`src/rtl/ptr_shadd_pkg.sv`:
```
package ptr_shadd_pkg;

    parameter int WORD_W  = 32;
    parameter int SHAMT_W = 3;
    localparam int SPILL_W = (1 << SHAMT_W) - 1;
    localparam int FULL_W  = 2 * WORD_W;

    typedef enum logic [1:0] {
        MODE_WIDE = 2'd0,
        MODE_ZEXT = 2'd1,
        MODE_SEXT = 2'd2
    } ext_mode_e;

    // Private link from the low half to the high half
    typedef struct packed {
        logic               carry;
        logic               fill;
        logic               wide;
        logic [SPILL_W-1:0] spill;
        logic [SHAMT_W-1:0] shamt;
    } link_t;

    typedef struct packed {
        logic [WORD_W-1:0] hi;
        logic [WORD_W-1:0] lo;
    } word_pair_t;

    function automatic ext_mode_e decode_mode(input logic [1:0] code);
        case (code)
            2'd0:    decode_mode = MODE_WIDE;
            2'd2:    decode_mode = MODE_SEXT;
            default: decode_mode = MODE_ZEXT;
        endcase
    endfunction

endpackage

```
`src/rtl/ptr_shadd_low.sv`:
```
module ptr_shadd_low
    import ptr_shadd_pkg::*;
(
    input  logic [WORD_W-1:0]  a_lo,
    input  logic [WORD_W-1:0]  b_lo,
    input  logic [SHAMT_W-1:0] shamt,
    input  ext_mode_e          mode,
    output logic [WORD_W-1:0]  sum_lo,
    output link_t              link
);

    logic [WORD_W+SPILL_W-1:0] b_shifted;
    logic [WORD_W:0]           lo_full;

    always_comb begin
        b_shifted   = {{SPILL_W{1'b0}}, b_lo} << shamt;
        lo_full     = {1'b0, a_lo} + {1'b0, b_shifted[WORD_W-1:0]};
        sum_lo      = lo_full[WORD_W-1:0];
        link.carry  = lo_full[WORD_W];
        link.spill  = b_shifted[WORD_W+SPILL_W-1:WORD_W];
        link.shamt  = shamt;
        link.wide   = (mode == MODE_WIDE);
        link.fill   = (mode == MODE_SEXT) & b_lo[WORD_W-1];
    end

    // Spill bits above the shift amount must stay clear
    always_comb begin
        p_spill_clean_r4: assert ((link.spill >> shamt) == '0)
            else $error("spill has bits beyond shift amount");
        p_carry_wrap_r5: assert (link.carry == (sum_lo < a_lo))
            else $error("carry disagrees with low-word wrap");
    end

endmodule

```
`src/rtl/ptr_shadd_high.sv`:
```
module ptr_shadd_high
    import ptr_shadd_pkg::*;
(
    input  logic [WORD_W-1:0] a_hi,
    input  logic [WORD_W-1:0] b_hi,
    input  link_t             link,
    output logic [WORD_W-1:0] sum_hi
);

    logic [WORD_W-1:0] b_src;
    logic [WORD_W-1:0] b_up;

    always_comb begin
        b_src  = link.wide ? b_hi : {WORD_W{link.fill}};
        b_up   = (b_src << link.shamt)
               | {{(WORD_W-SPILL_W){1'b0}}, link.spill};
        sum_hi = a_hi + b_up + {{(WORD_W-1){1'b0}}, link.carry};
    end

    // Sign fill only ever comes from a narrow mode
    always_comb begin
        p_fill_narrow_r7: assert (!(link.fill && link.wide))
            else $error("sign fill raised in full-width mode");
    end

endmodule

```
`src/rtl/ptr_shadd.sv`:
```
module ptr_shadd
    import ptr_shadd_pkg::*;
(
    input  logic               clk,
    input  logic               rst,
    input  logic               op_valid,
    input  logic [1:0]         op_mode,
    input  logic [SHAMT_W-1:0] op_shamt,
    input  logic [WORD_W-1:0]  a_lo,
    input  logic [WORD_W-1:0]  a_hi,
    input  logic [WORD_W-1:0]  b_lo,
    input  logic [WORD_W-1:0]  b_hi,
    output logic               res_valid,
    output logic [WORD_W-1:0]  res_lo,
    output logic [WORD_W-1:0]  res_hi
);

    ext_mode_e  mode;
    link_t      link;
    word_pair_t sum_now;
    word_pair_t sum_q;

    assign mode = decode_mode(op_mode);

    ptr_shadd_low u_low (
        .a_lo   (a_lo),
        .b_lo   (b_lo),
        .shamt  (op_shamt),
        .mode   (mode),
        .sum_lo (sum_now.lo),
        .link   (link)
    );

    ptr_shadd_high u_high (
        .a_hi   (a_hi),
        .b_hi   (b_hi),
        .link   (link),
        .sum_hi (sum_now.hi)
    );

    // Both halves are captured on the same issue edge
    always_ff @(posedge clk) begin
        if (rst) begin
            res_valid <= 1'b0;
            sum_q     <= '0;
        end else begin
            res_valid <= op_valid;
            if (op_valid) sum_q <= sum_now;
        end
    end

    assign res_lo = sum_q.lo;
    assign res_hi = sum_q.hi;

    p_issue_lat_r2: assert property (@(posedge clk) disable iff (rst)
        op_valid |=> res_valid);
    p_idle_lat_r2: assert property (@(posedge clk) disable iff (rst)
        !op_valid |=> !res_valid);
    p_hold_r2: assert property (@(posedge clk) disable iff (rst)
        !op_valid |=> ($stable(res_lo) && $stable(res_hi)));
    p_zero_narrow_r6: assert property (@(posedge clk) disable iff (rst)
        (op_valid && op_mode != 2'd0 && b_lo == '0)
        |=> ({res_hi, res_lo} == $past({a_hi, a_lo})));

endmodule

```
`config.mk`:
```
export PLATFORM = sky130hd
export DESIGN_NAME = ptr_shadd
export DESIGN_NICKNAME = d
export VERILOG_FILES = /design/src/rtl/ptr_shadd_pkg.sv /design/src/rtl/ptr_shadd_low.sv /design/src/rtl/ptr_shadd_high.sv /design/src/rtl/ptr_shadd.sv
export SDC_FILE = /design/constraint.sdc
export NUM_CORES = 1
export LEC_CHECK = 0
export BUFFER_PORTS_ARGS = -buffer_cell sky130_fd_sc_hd__clkbuf_2
export CORE_UTILIZATION = 59
export CTS_CLUSTER_DIAMETER = 200
export DETAILED_ROUTE_END_ITERATION = 10
export PLACE_DENSITY = 0.95
export SETUP_SLACK_MARGIN = 0.4
export SLEW_MARGIN = 20
export SYNTH_ARGS = -nofsm -noshare
export SYNTH_HDL_FRONTEND = slang
export SYNTH_SLANG_ARGS = --single-unit
```
`constraint.sdc`:
```
create_clock -name clk -period 15.4 [get_ports clk]
set_clock_uncertainty 0.15 [all_clocks]
set_input_delay 3.08 -clock clk [delete_from_list [all_inputs] [get_ports clk]]
set_output_delay 3.08 -clock clk [all_outputs]
set_load 0.01 [all_outputs]
```
==> key figures <==
Outcome
  – Status: finished, final reports clean

Clock network
  – H-tree lvl count: 3
  – Worst-path clk slew: 60 ps
  – CTS Sinks: 65
  – TritonCTS buffer count: 9
  – Clk Latency, worst-skew pair: 350 ps
  – Post-CTS Resized: 0
  – Max Buffers Root-to-Sink: 2
  – Hold buffers post-CTS: 0
  – CTS tree: built
  – Post-CTS Setup Bufs: 0
  – Root buffer cell: clkbuf_16

Yosys
  – Synth Instances: 951
  – Post-Syn Area: 7600 sq um
  – Commonest register cell after synthesis: dfxtp_1
  – EDFF count, synth: 0
  – Unique masters post-synth: 71
  – Syn_nets: 1151
  – Synth warnings: 0
  – Post-synth ARST share: 0%
  – Synth Area per Inst: 7.99 sq um
  – Dominant cells by area after synthesis: dfxtp_1 17%, mux2i_1 13%, ha_1 10%
  – Synth area leader: dfxtp_1
  – Synthesized flop and latch total: 65
  – Seq/Total Area, Yosys: 17.1%
  – Share of Yosys cell area claimed by the top area cell type: 17.1%

Routing
  – DRC violations left: 0
  – Vias: 8126
  – Post-DRT Antenna Nets: 0
  – Routed wire per std cell: 18.4 um
  – Drt initial violations: 851
  – Routed wire length: 23800 um
  – DR pass1 iterations: 5
  – Routed vias/inst: 6.29

Die
  – Io pins: 201
  – Initial Util: 60.5%
  – Die area: 13300 sq um
  – Chip Width: 115 um
  – Core area: 12600 sq um
  – DIE HEIGHT: 115 um
  – # rows: 41

Global route
  – Tot GR Track Use: 35.3%
  – Initial antenna violation count: 0
  – Vias in the first global route: 7404
  – Grt ovf: 0
  – GRT busiest layer: met2
  – Met2 GRT Util: 56.7%
  – Largest net degree at the start of global routing: 59
  – Met3 Track Usage GR: 7.06%
  – Met1 GRT Util: 44.7%
  – Wire length of the first global-routing pass: 36400 um

Layout
  – Sequential cell area: 1300 sq um
  – P&R area growth vs syn: 17.6%
  – Final Net Count: 1314
  – Fillers: 1022
  – Layout cells sized above 1: 25.3%
  – Multi-input gate area: 6000 sq um
  – Antenna Cells: 0

Critical path
  – CP Capture Type: register
  – Critical Path Fanout Max: 58
  – Length in cells of the worst reg-to-reg path: 2
  – WP buf/inv: 3
  – CP arrival: 9220 ps
  – Critical path origin: op_shamt[2]
  – Reg2reg setup slack: 14480 ps
  – Crit path max-delay family: compound AO/OA/AOI/OAI gates
  – Crit-path slowest cell: clkinv_1
  – FF-to-FF End: res_hi[29]
  – Slowest stage delay, CP: 930 ps
  – CP Capture Point: res_hi[29]
  – Worst path depth: 22
  – Crit path kind: in -> reg
  – Most frequent CP cell: o21ai_1
  – Crit-path cells: clkbuf_2 > buf_4 > clkinv_1 > and2_1 > ha_1 > a21o_1 > a21oi_1 > o21ai_1 > a21o_1 > a31oi_1 > o31a_1 > o21bai_1 > a21oi_1 > fa_1 > nand2b_1 > a211oi_4 > o21ai_1 > a21oi_2 > o21ai_1 > o31a_1 > o2111ai_1 > o311ai_1
  – CP Launch Type: input pin
  – Worst EP required: 15460 ps
  – Start of the worst register-to-register path: res_hi[29]

Timing
  – Final Hold Viols: 0
  – Slew HR: 38.9%
  – Final Critical Period: 9150 ps
  – RSZ-0062 raised after global routing: false
  – Tightest Pin Transition: 911 ps
  – Final period util: 59.4%
  – Post-route setup TNS: 0 ps
  – Fin. max-slew vios: 0
  – Final setup fails: 0
  – Final setup margin: 6250 ps
  – Fmax: 0.109 GHz

Worst hold path
  – Worst min-delay path startpoint: res_lo[24]
  – Hold WC Path Type: reg -> reg

Placed design
  – Post-DP HPWL: 18600 um
  – Place WS: 6080 ps
  – Port buffer count: 200
  – GPL Wtd Cong: 1.02

Power and ir drop
  – P_leak: 4.22 nW
  – Peak supply drop: 0.0000682 V
  – PwrDens: 91.0 nW/um^2

Job
  – # Max-Cap Violations: 0
==> cell usage in the layout, fill, tap and decap left out, types with 16 or more instances in the layout <==
cell type	count
nor2_1	96
ha_1	62
dfxtp_1	65
a21o_1	17
nand3_1	16
mux4_2	18
clkbuf_2	199
a21oi_1	63
mux2_2	29
mux2i_1	102
a211oi_1	17
inv_1	22
nand2_1	81
xnor2_1	40
o21ai_0	96
==> synthesized netlist by cell type, types with 6 or more instances <==
cell and instances:
buf_1 6, o21bai_1 13, a21oi_1 63, mux2i_1 102
nor3_1 13, o21ai_1 13, a31oi_1 6, mux2_2 29
nor2_1 97, buf_2 9, xnor2_1 40, nand2b_1 12
o21ai_0 96, o211ai_1 6, nand2_1 81, and3_1 7
xor2_1 13, a211oi_1 17, ha_1 62, dfxtp_1 65
clkbuf_1 38, mux4_2 18, inv_1 22, a21o_1 17
nand4_1 10, o21a_1 7, nand3_1 16
==> worst reg2reg max path, cell delays in order (launching register included) <==
cell and delay, ps:
dfxtp_1 310, o2bb2a_1 240, o311ai_1 90
==> per-stage QoR <==
step           instance area (sq um)  total power (W)  hold WS [ps]  utilization (%)  cells
3_5_place_dp                    8650         0.000597           288             68.8   1275
3_3_place_gp                    8650         0.000589           284             68.8   1275
5_1_grt                         8940         0.000860           325             71.1   1291
6_report                        8940         0.000814           293             71.1   1291
4_1_cts                         8940         0.000806           296             71.1   1291
2_1_floorplan                   7600         0.000485           320                -    951
==> power by group <==
group / leakage, nW / total [W] / internal, W / switching [W]
Combinational: 3.54 / 0.000399 / 0.000169 / 0.000231
Sequential: 0.537 / 0.000207 / 0.000193 / 0.0000135
Clock: 0.139 / 0.000208 / 0.000125 / 0.0000825
Total: 4.22 / 0.000814 / 0.000487 / 0.000327
==> metal layers <==
metal / share of wire [%] / vias to the layer above
met4: 5.3 / 0
li1: - / 3861
met3: 9.0 / 100
met1: 41 / 3729
met2: 45 / 436
met5: 0 / -
==> sequential cells by signal, summed over array words and instances, names as in the netlist <==
name	flops
res_hi	32
res_lo	32
res_valid	1
==> cell families after synthesis <==
logic type	after synthesis	share of synthesized area, %
AO/OA/AOI/OAI	287	24.1
AND/OR/NAND/NOR	256	15.0
multiplexers	149	23.1
buffers and inverters	77	3.95
flip-flops	65	17.1
adder cells (fa/ha/maj)	64	10.7
XOR/XNOR	53	6.11
==> worst min path at each step <==
stage          slack (ps)  depth (start not counted)          to
2_1_floorplan         320                          2  res_hi[24]
3_3_place_gp          280                          2  res_lo[26]
3_5_place_dp          290                          2  res_lo[24]
4_1_cts               300                          2  res_lo[24]
5_1_grt               320                          2  res_lo[24]
6_report              290                          2  res_lo[24]
==> area by class of cell <==
class,instances,area share [%]
clock buffers,11,2.60
clock inverters,5,0.630
inverters,24,1.01
multi-input cells,809,67.1
flip-flops and latches,65,14.6
well taps,172,2.41
repair buffers,205,11.6
(Power assumes the default switching activity.)
